==> src/rtl/frac_pkg.sv <==
package frac_pkg;
    typedef enum logic {PH_LEAD, PH_LOOP} phase_t;
    typedef enum logic {SL_EMPTY, SL_HELD} slot_t;
endpackage

==> src/rtl/frac_sched_seq.sv <==
module frac_sched_seq
    import frac_pkg::*;
#(
    parameter int MAX_LEN  = 32,
    parameter int LEAD_LEN = 3,
    parameter int LOOP_LEN = 5,
    parameter logic [MAX_LEN-1:0] LEAD_PAT = 32'b110,
    parameter logic [MAX_LEN-1:0] LOOP_PAT = 32'b01101
) (
    input  logic clk,
    input  logic rst,
    output logic fire
);
    localparam int IW = (MAX_LEN > 1) ? $clog2(MAX_LEN) : 1;
    localparam logic [IW-1:0] LEAD_LAST = IW'((LEAD_LEN > 0) ? LEAD_LEN - 1 : 0);
    localparam logic [IW-1:0] LOOP_LAST = IW'(LOOP_LEN - 1);

    phase_t        ph, ph_nx;
    logic [IW-1:0] idx, idx_nx;
    phase_t        start_ph;

    generate
        if (LEAD_LEN > 0) begin : g_lead
            assign start_ph = PH_LEAD;
        end else begin : g_nolead
            assign start_ph = PH_LOOP;
        end
    endgenerate

    always_ff @(posedge clk) begin
        if (rst) begin
            ph  <= start_ph;
            idx <= '0;
        end else begin
            ph  <= ph_nx;
            idx <= idx_nx;
        end
    end

    always_comb begin
        ph_nx  = ph;
        idx_nx = idx + IW'(1);
        unique case (ph)
            PH_LEAD: begin
                if (idx == LEAD_LAST) begin
                    ph_nx  = PH_LOOP;
                    idx_nx = '0;
                end
            end
            PH_LOOP: begin
                if (idx == LOOP_LAST) idx_nx = '0;
            end
        endcase
    end

    always_comb begin
        unique case (ph)
            PH_LEAD: fire = LEAD_PAT[idx];
            PH_LOOP: fire = LOOP_PAT[idx];
        endcase
    end
endmodule

==> src/rtl/frac_slot.sv <==
module frac_slot
    import frac_pkg::*;
#(
    parameter int DW = 8
) (
    input  logic          clk,
    input  logic          rst,
    input  logic          fire,
    input  logic          in_vld,
    input  logic [DW-1:0] in_data,
    output logic          raw_vld,
    output logic [DW-1:0] out_data,
    output logic          full,
    output logic [DW-1:0] held
);
    slot_t st, st_nx;
    logic  load;

    always_ff @(posedge clk) begin
        if (rst) st <= SL_EMPTY;
        else     st <= st_nx;
    end

    always_ff @(posedge clk) begin
        if (load) held <= in_data;
    end

    always_comb begin
        st_nx = st;
        load  = 1'b0;
        unique case (st)
            SL_EMPTY: begin
                if (in_vld && !fire) begin
                    st_nx = SL_HELD;
                    load  = 1'b1;
                end
            end
            SL_HELD: begin
                if (fire && in_vld)  load  = 1'b1;
                if (fire && !in_vld) st_nx = SL_EMPTY;
            end
        endcase
    end

    always_comb begin
        unique case (st)
            SL_EMPTY: begin
                raw_vld  = fire & in_vld;
                out_data = in_data;
            end
            SL_HELD: begin
                raw_vld  = fire;
                out_data = held;
            end
        endcase
    end

    assign full = (st == SL_HELD);
endmodule

==> src/rtl/frac_reg.sv <==
module frac_reg #(
    parameter int DATA_W   = 8,
    parameter int MAX_LEN  = 32,
    parameter int LEAD_LEN = 3,
    parameter int LOOP_LEN = 5,
    parameter logic [MAX_LEN-1:0] LEAD_PAT = 32'b110,
    parameter logic [MAX_LEN-1:0] LOOP_PAT = 32'b01101
) (
    input  logic              clk,
    input  logic              rst,
    input  logic              in_vld,
    input  logic [DATA_W-1:0] in_data,
    output logic              out_vld,
    output logic [DATA_W-1:0] out_data
);
    logic              fire;
    logic              raw_vld;
    logic              slot_full;
    logic [DATA_W-1:0] slot_data;

    frac_sched_seq #(
        .MAX_LEN (MAX_LEN),
        .LEAD_LEN(LEAD_LEN),
        .LOOP_LEN(LOOP_LEN),
        .LEAD_PAT(LEAD_PAT),
        .LOOP_PAT(LOOP_PAT)
    ) u_seq (
        .clk (clk),
        .rst (rst),
        .fire(fire)
    );

    frac_slot #(.DW(DATA_W)) u_slot (
        .clk     (clk),
        .rst     (rst),
        .fire    (fire),
        .in_vld  (in_vld),
        .in_data (in_data),
        .raw_vld (raw_vld),
        .out_data(out_data),
        .full    (slot_full),
        .held    (slot_data)
    );

    assign out_vld = raw_vld & ~rst;
endmodule

==> config.mk <==
export PLATFORM = sky130hd
export DESIGN_NAME = frac_reg
export DESIGN_NICKNAME = d
export VERILOG_FILES = /design/src/rtl/frac_pkg.sv /design/src/rtl/frac_sched_seq.sv /design/src/rtl/frac_slot.sv /design/src/rtl/frac_reg.sv
export SDC_FILE = /design/constraint.sdc
export NUM_CORES = 1
export LEC_CHECK = 0
export BUFFER_PORTS_ARGS = -buffer_cell sky130_fd_sc_hd__buf_2
export CORE_MARGIN = 2
export CORE_UTILIZATION = 50
export CTS_CLUSTER_SIZE = 16
export DETAILED_ROUTE_END_ITERATION = 8
export HOLD_SLACK_MARGIN = 0.15
export MAX_ROUTING_LAYER = met4
export PLACE_DENSITY_LB_ADDON = 0.12
export SLEW_MARGIN = 20
export SYNTH_ARGS = -nofsm -noshare
export SYNTH_HDL_FRONTEND = slang
export SYNTH_SLANG_ARGS = --single-unit
==> constraint.sdc <==
create_clock -name clk -period 2.21 [get_ports clk]
set_input_delay 0.442 -clock clk [delete_from_list [all_inputs] [get_ports clk]]
set_output_delay 0.442 -clock clk [all_outputs]
set_load 0.05 [all_outputs]
==> impl_metrics.py, run 1 <==
metrics = {
    "timing": {
        "whs_ps": 333,
        "setup_ws_ps": 262,
        "final-hold-violation-count": 0,
        "worstMarginPinSlew_ps": 465,
        "setup_tns_ps": 0,
        "drv_slew": 0,
        "rsz0062_at_grt": "false",
        "fmax_mhz": 513,
        "skew_ps": 6.04,
        "period_share_pct": 88.1,
        "setup_viol": 0,
        "relSlewSlack_pct": 69.0,
        "period_minus_slack_ps": 1950,
    },
    "power": {
        "fin_total_pwr_mw": 1.02,
        "powerDensity_nw_per_um2": 1090,
        "power_leakage_nw": 0.376,
        "peakVddDrop_mv": 0.596,
    },
    "floorplanning": {
        "io_pins": 20,
        "start_util_pct": 53.2,
        "core_area_sq_um": 1510,
        "die_w_um": 44.1,
        "die_h_um": 44.1,
        "die-area_sq_um": 1940,
        "row_count": 14,
    },
    "synth": {
        "synthTopCellsByArea": "edfxtp_1 (30%), dfxtp_1 (22%), mux2_2 (11%)",
        "syn_area_per_cell_sq_um": 11.3,
        "yosysTopAreaCell": "edfxtp_1",
        "synthesis.instances": 71,
        "synth_nets": 86,
        "synth_cell_types": 23,
        "synth_seq_area_share_pct": 52.4,
        "synth.top_cell.area_share_pct": 30.0,
        "yosys_warnings": 0,
        "synth_seq_cells": 17,
        "netlist_area_sq_um": 802,
    },
    "critical_path": {
        "crit_chain": "mux2_2 > buf_2",
        "startpoint_type": "flop",
        "end_kind": "output pin",
        "cp_slowest_cell": "dfxtp_1",
        "cp.required_ps": 1770,
        "critPathKind": "flop to output pin",
        "worstPathArrival_ps": 1510,
        "worstPathMaxFanout": 12,
        "cp_slowest_stage_delay_ps": 620,
    },
    "global_routing": {
        "grt_util_all_layers_pct": 15.3,
        "gr-total-overflow": 0,
        "grt_pass1_wl_mm": 1.95,
        "grt_max_degree": 13,
        "grt_pass1_vias": 463,
        "antenna_found_initial": 0,
    },
    "drt": {
        "drt-total-wl_mm": 1.21,
        "wl_per_cell_um": 11.2,
        "vias_per_cell": 4.97,
        "vias": 537,
        "drc_errors": 0,
        "antenna_left": 0,
        "drtIter0Drc": 10,
        "firstDrtPassIters": 4,
    },
    "clocking": {
        "clkTransAtPathRegs_ps": 100,
        "cts_tree": "built",
        "clock_latency_ps": 290,
        "cts_resized": 0,
        "root_buffer": "clkbuf_4",
        "hold_buffers": 0,
        "clock_sinks": 17,
        "htree_levels": 1,
        "post_cts_buffers": 0,
        "cts_buffer_depth": 2,
        "cts-buffers-inserted": 3,
    },
    "placed_design": {
        "portBuffers": 19,
        "post-place-cells": 104,
        "hpwl_um": 922,
        "placed_area_sq_um": 907,
        "globalplace.congestion": 0.813,
        "place_ws_ps": 302,
    },
    "layout": {
        "diodes": 0,
        "area_growth_syn_to_layout_pct": 16.4,
        "fin_cells": 108,
        "final_core_util_pct": 62.0,
        "drive_above_1_share_pct": 37.0,
        "final_nets": 108,
        "fillers": 140,
        "final_area_sq_um": 933,
    },
    "hold_path": {
        "min_path_type": "input port to flop",
    },
    "flow_run": {
        "maxCapViolations": 0,
    },
    "status": {
        "status": "complete, no violations",
    },
}
[kinds of logic after synthesis]
kind of cell | synth area share (%)
xor+xnor | 4.37
flops | 52.4
buf+inv | 3.74
mux | 12.5
compound gates | 6.24
simple gates | 14.5
fa+ha+maj | 6.24
[cell type report]
type                    instances  area, sq um  area share (%)
repair buffers                 19         95.1            10.2
flip-flops and latches         17          420            45.0
inverters                       4         15.0            1.61
clock buffers                   4         26.3            2.82
well taps                      16         20.0            2.14
multi-input cells              48          357            38.2
[final timing paths]
| path | from | to | slack, ps | cells past startpoint |
|---|---|---|---|---|
| worst max-delay path | u_slot.full | out_data[0] | 260 | 2 |
| worst min-delay path | in_data[7] | u_slot.held[7] | 330 | 1 |
| worst max register to register | u_seq.idx[0] | flop | 290 | 8 |
| worst min register to register | u_seq.idx[0] | u_seq.idx[0] | 490 | 1 |
[Yosys cell counts]
master     instances
or3b_1             1
nand2_1            3
xor2_1             2
a21boi_2           1
and2_1             3
o21ai_0            1
a21o_1             1
mux2_2             8
inv_1              4
buf_1              1
nor3_1             3
a31oi_1            1
ha_1               4
a2111oi_2          1
mux2i_1            1
or2_2              1
xnor2_1            2
edfxtp_1           8
nor2_1            11
dfxtp_1            9
nand3_1            3
buf_6              1
a21oi_1            1
[worst max-delay path, delay by kind of cell, from the launching register on]
family / cells / cell delay [ps]
buffers and inverters: 1 / 210
flip-flops: 1 / 620
multiplexers: 1 / 380
[routing by layer]
metal / vias up / GRT usage, % / share of wire, %
li1: 290 / - / -
met1: 227 / 16.9 / 47
met2: 16 / 22.4 / 44
met3: 4 / 3.67 / 5.4
met4: 0 / 14.5 / 4.2
met5: - / - / 0
[cells in the final DEF (no fill, tap or decap), types with 3 or more instances in the layout]
master	Yosys	final
ha_1	4	4
nand3_1	3	3
clkbuf_4	0	3
inv_1	4	4
edfxtp_1	8	8
nand2_1	3	3
buf_2	0	19
dfxtp_1	9	9
nor2_1	11	11
mux2_2	8	8
and2_1	3	3
[report_power, final]
group	internal [mW]	switching, mW	leakage, nW
clock network	0.0702	0.0934	0.0150
registers	0.420	0.0508	0.150
logic	0.135	0.251	0.212
Power figures use the tool's default switching activity.
==> inputs of run 2 (changes only) <==
SYNTH_HIERARCHICAL = 1   (was not set)
==> impl_metrics.py, run 2 <==
metrics = {
    "global_routing": {
        "grt_util_all_layers_pct": 15.9,
        "grt_pass1_wl_mm": 2.17,
        "gr-total-overflow": 0,
        "grt_pass1_vias": 524,
        "antenna_found_initial": 0,
        "grt_max_degree": 12,
    },
    "critical_path": {
        "worstReg2RegStart": "u_seq/idx[0]",
        "cp.required_ps": 2420,
        "cp_slowest_cell": "dfxtp_1",
        "startpoint_type": "flop",
        "crit_chain": "inv_1 > ha_1 > or3b_1 > a211oi_2 > or2_2 > nor2_1 > ha_1 > nor3_1",
        "critPathKind": "flop to flop",
        "cp_slowest_stage_delay_ps": 370,
        "crit_start": "u_seq/idx[0]",
        "worstPathArrival_ps": 2210,
        "end_kind": "flop",
        "path_buf_inv": 1,
        "reg2reg_depth": 8,
        "rrSetupSlack_ps": 210,
        "cpLargestDelayFamily": "simple AND/OR/NAND/NOR gates",
        "worstPathMaxFanout": 7,
        "crit_top_cell": "ha_1",
    },
    "synth": {
        "ys_async_sr_fraction_pct": 0,
        "yosysTopAreaCell": "edfxtp_1",
        "synth_seq_cells": 17,
        "synthTopCellsByArea": "edfxtp_1 (29%), dfxtp_1 (22%), mux2_2 (12%)",
        "synth_seq_area_share_pct": 51.0,
        "syn_area_per_cell_sq_um": 11.6,
        "synth_compound_area_share_pct": 4.70,
        "synthSimpleGateAreaFrac_pct": 18.1,
        "synth_nets": 86,
        "synth_xor_area_share_pct": 4.25,
        "synthesis.instances": 71,
        "synth_common_cells": "dfxtp_1 (9), mux2_2 (9), edfxtp_1 (8), nor2_1 (8)",
        "yosys_warnings": 6,
        "synth.top_cell.area_share_pct": 29.1,
        "netlist_area_sq_um": 825,
        "synth_top_family_by_area": "simple AND/OR/NAND/NOR gates",
        "ys.flop_type": "dfxtp_1",
        "synth_edf_count": 8,
        "synth_cell_types": 28,
        "synthAdderAreaFrac_pct": 6.07,
        "yosys-mux-area-fraction_pct": 12.3,
    },
    "layout": {
        "diodes": 0,
        "final_area_sq_um": 945,
        "area_growth_syn_to_layout_pct": 14.6,
        "drive_above_1_share_pct": 38.5,
        "final_nets": 107,
        "fillers": 143,
        "final_cell_mix": "buf_2 (19), mux2_2 (9), dfxtp_1 (9), nor2_1 (8), edfxtp_1 (8)",
        "layout_commonest_cell": "buf_2",
    },
    "timing": {
        "rsz0062_at_grt": "false",
        "setup_viol": 0,
        "setup_ws_ps": 213,
        "setup_tns_ps": 0,
        "fmax_mhz": 501,
        "relSlewSlack_pct": 69.6,
        "skew_ps": 4.43,
        "worstMarginPinSlew_ps": 455,
        "final-hold-violation-count": 0,
        "drv_slew": 0,
        "period_share_pct": 90.4,
        "period_minus_slack_ps": 2000,
    },
    "drt": {
        "vias_per_cell": 5.11,
        "met1_length_um": 571,
        "wl_per_cell_um": 12.2,
        "drc_errors": 0,
        "drtIter0Drc": 9,
        "highest_layer": "met4",
        "antenna_left": 0,
        "firstDrtPassIters": 4,
        "wl_met2_um": 627,
        "drt-total-wl_mm": 1.30,
        "wl_met3_um": 88,
        "vias": 547,
    },
    "hold_path": {
        "hold_path_depth": 1,
        "min_from": "in_data[0]",
        "min_path_type": "input port to flop",
        "min_to": "u_slot/held[0]",
    },
    "power": {
        "powerDensity_nw_per_um2": 1130,
        "peakVddDrop_mv": 0.604,
        "fin_total_pwr_mw": 1.06,
        "power_leakage_nw": 0.391,
    },
    "clocking": {
        "clock_sinks": 17,
        "post_cts_buffers": 0,
        "cts-buffers-inserted": 3,
        "hold_buffers": 0,
        "htree_levels": 1,
        "clkTransAtPathRegs_ps": 90,
        "root_buffer": "clkbuf_4",
        "cts_tree": "built",
        "cts_resized": 0,
        "clock_latency_ps": 280,
        "cts_buffer_depth": 2,
    },
    "floorplanning": {
        "die-area_sq_um": 1990,
        "die_h_um": 44.6,
        "start_util_pct": 54.1,
        "core_area_sq_um": 1520,
        "io_pins": 20,
        "row_count": 14,
        "die_w_um": 44.6,
    },
    "status": {
        "status": "complete, no violations",
    },
    "placed_design": {
        "placed_area_sq_um": 917,
        "globalplace.congestion": 0.796,
        "portBuffers": 19,
        "place_ws_ps": 229,
    },
    "flow_run": {
        "maxCapViolations": 0,
    },
}
==> run 2: cell type report <==
| type | count | area, sq um | share of cell area, % |
|---|---|---|---|
| inverters | 2 | 7.51 | 0.795 |
| repair buffers | 19 | 95.1 | 10.1 |
| clock buffers | 3 | 22.5 | 2.38 |
| multi-input cells | 49 | 374 | 39.6 |
| well taps | 16 | 20.0 | 2.12 |
| flip-flops and latches | 17 | 420 | 44.5 |
| clock inverters | 1 | 5.00 | 0.530 |
==> run 2: through the flow <==
stage | hold slack (ps) | std cells | utilization, %
5_1_grt | 321 | 107 | 62.0
3_5_place_dp | 501 | 103 | 60.2
3_3_place_gp | 497 | 103 | 60.2
4_1_cts | 326 | 107 | 62.0
2_1_floorplan | 464 | 71 | -
6_report | 340 | 107 | 62.0
==> run 2: worst register-to-register path, cell delays in order (launching register included) <==
cell      delay, ps
dfxtp_1         370
inv_1           100
ha_1            160
or3b_1          360
a211oi_2        250
or2_2           190
nor2_1           50
ha_1            280
nor3_1          160
==> run 2: report_power, final <==
| group | internal, mW | switching [mW] | total (mW) |
|---|---|---|---|
| logic | 0.167 | 0.261 | 0.428 |
| registers | 0.422 | 0.0563 | 0.478 |
| clock network | 0.0672 | 0.0909 | 0.158 |
| total | 0.656 | 0.408 | 1.06 |
==> run 2: logic make-up after synthesis <==
| group | after synthesis |
|---|---|
| compound gates | 5 |
| xor+xnor | 4 |
| fa+ha+maj | 4 |
| buf+inv | 5 |
| flops | 17 |
| mux | 9 |
| simple gates | 27 |
==> run 2: routing by layer <==
metal	vias up	global-route usage (%)
li1	290	-
met1	239	17.1
met2	16	26.4
met3	2	7.35
met4	0	3.64
met5	-	-
==> run 2: worst max-delay path by stage <==
stage               cells after the start  endpoint  slack, ps
detailed placement                      8      flop        230
finish                                  8      flop        210
global route                            8      flop         60
global placement                        8      flop        300
floorplan                               8      flop        360
CTS                                     8      flop        200
==> inputs of run 3 (changes only) <==
CAP_MARGIN = 20   (was not set)
RECOVER_POWER = 50   (was not set)
==> impl_metrics.py, run 3 (synthesis gave the netlist of run 2 again) <==
metrics = {
    "status": {
        "status": "complete, no violations",
    },
    "clocking": {
        "cts_tree": "built",
        "clkTransAtPathRegs_ps": 100,
        "clock_latency_ps": 280,
        "hold_buffers": 0,
        "post_cts_buffers": 0,
        "root_buffer": "clkbuf_4",
        "cts-buffers-inserted": 3,
        "cts_buffer_depth": 2,
        "clock_sinks": 17,
        "htree_levels": 1,
        "cts_resized": 0,
    },
    "flow_run": {
        "maxCapViolations": 0,
    },
    "timing": {
        "setup_tns_ps": 0,
        "final-hold-violation-count": 0,
        "setup_ws_ps": 213,
        "fmax_mhz": 501,
        "setup_viol": 0,
        "period_share_pct": 90.4,
        "worstMarginPinSlew_ps": 509,
        "period_minus_slack_ps": 2000,
        "relSlewSlack_pct": 66.1,
        "rsz0062_at_grt": "false",
        "whs_ps": 340,
        "skew_ps": 4.90,
        "drv_slew": 0,
    },
    "critical_path": {
        "startpoint_type": "flop",
        "critPathKind": "flop to flop",
        "worstPathArrival_ps": 2210,
        "cp.required_ps": 2420,
        "end_kind": "flop",
        "worstReg2RegStart": "u_seq/idx[0]",
        "crit_start": "u_seq/idx[0]",
        "worstPathMaxFanout": 7,
        "rrSetupSlack_ps": 210,
    },
    "floorplanning": {
        "die-area_sq_um": 1990,
        "die_w_um": 44.6,
        "die_h_um": 44.6,
        "start_util_pct": 54.1,
        "core_area_sq_um": 1520,
        "io_pins": 20,
        "row_count": 14,
    },
    "layout": {
        "final_area_sq_um": 941,
        "final_nets": 107,
        "drive_above_1_share_pct": 34.1,
        "fillers": 146,
        "diodes": 0,
        "fin_cells": 107,
        "area_growth_syn_to_layout_pct": 14.1,
        "final_cell_mix": "buf_2 (16), dfxtp_1 (9), nor2_1 (8), mux2_2 (8), edfxtp_1 (8)",
        "layout_commonest_cell": "buf_2",
    },
    "global_routing": {
        "grt_util_all_layers_pct": 15.9,
        "antenna_found_initial": 0,
        "grt_pass1_wl_mm": 2.17,
        "grt_max_degree": 12,
        "gr-total-overflow": 0,
        "grt_pass1_vias": 524,
    },
    "drt": {
        "wl_per_cell_um": 12.1,
        "drc_errors": 0,
        "vias_per_cell": 5.12,
        "drt-total-wl_mm": 1.30,
        "firstDrtPassIters": 4,
        "vias": 548,
        "antenna_left": 0,
        "drtIter0Drc": 9,
    },
    "placed_design": {
        "portBuffers": 19,
        "post-place-cells": 103,
        "place_ws_ps": 229,
        "globalplace.congestion": 0.796,
        "placed_area_sq_um": 917,
    },
    "hold_path": {
        "min_path_type": "input port to flop",
        "min_from": "in_data[0]",
    },
    "power": {
        "powerDensity_nw_per_um2": 1130,
        "power_leakage_nw": 0.381,
        "peakVddDrop_mv": 0.592,
    },
}
[run 3: cell count changes in the layout (fill, tap and decap cells not counted), sizes merged]
cell	change
buf	-3
clkbuf	+3
[run 3: final cells by class]
class,instances,area (sq um),area share [%]
Sequential cell,17,420,44.7
Multi-Input combinational cell,49,374,39.8
Timing Repair Buffer,19,91.3,9.71
Clock buffer,3,22.5,2.39
Tap cell,16,20.0,2.13
Inverter,2,7.51,0.798
Clock inverter,1,5.00,0.532
[run 3: per-stage QoR]
step	total power, mW	utilization [%]
2_1_floorplan	0.845	-
3_3_place_gp	0.906	60.2
3_5_place_dp	0.920	60.2
4_1_cts	1.08	62.0
5_1_grt	1.12	61.7
6_report	1.06	61.7
[run 3: path summary, 6_finish.rpt]
kind,endpoint,cells after the start
max,flop,8
min,u_slot/held[0],1
max reg2reg,flop,8
min reg2reg,u_seq/idx[0],1
[run 3: power breakdown]
part / switching [mW] / internal, mW
logic: 0.261 / 0.162
clock network: 0.0913 / 0.0672
registers: 0.0559 / 0.422
[run 3: per-layer routing]
layer	global-route usage, %	part of all wire, %	vias to the layer above
li1	-	-	290
met1	17.1	44	240
met2	26.4	48	16
met3	7.35	6.7	2
met4	3.64	1.0	0
met5	-	0	-
[run 3: critical path, stage by stage (launching register included)]
cell and delay (ps):
dfxtp_1 370, inv_1 100, ha_1 160, or3b_1 360, a211oi_2 250, or2_2 190
nor2_1 50, ha_1 280, nor3_1 160
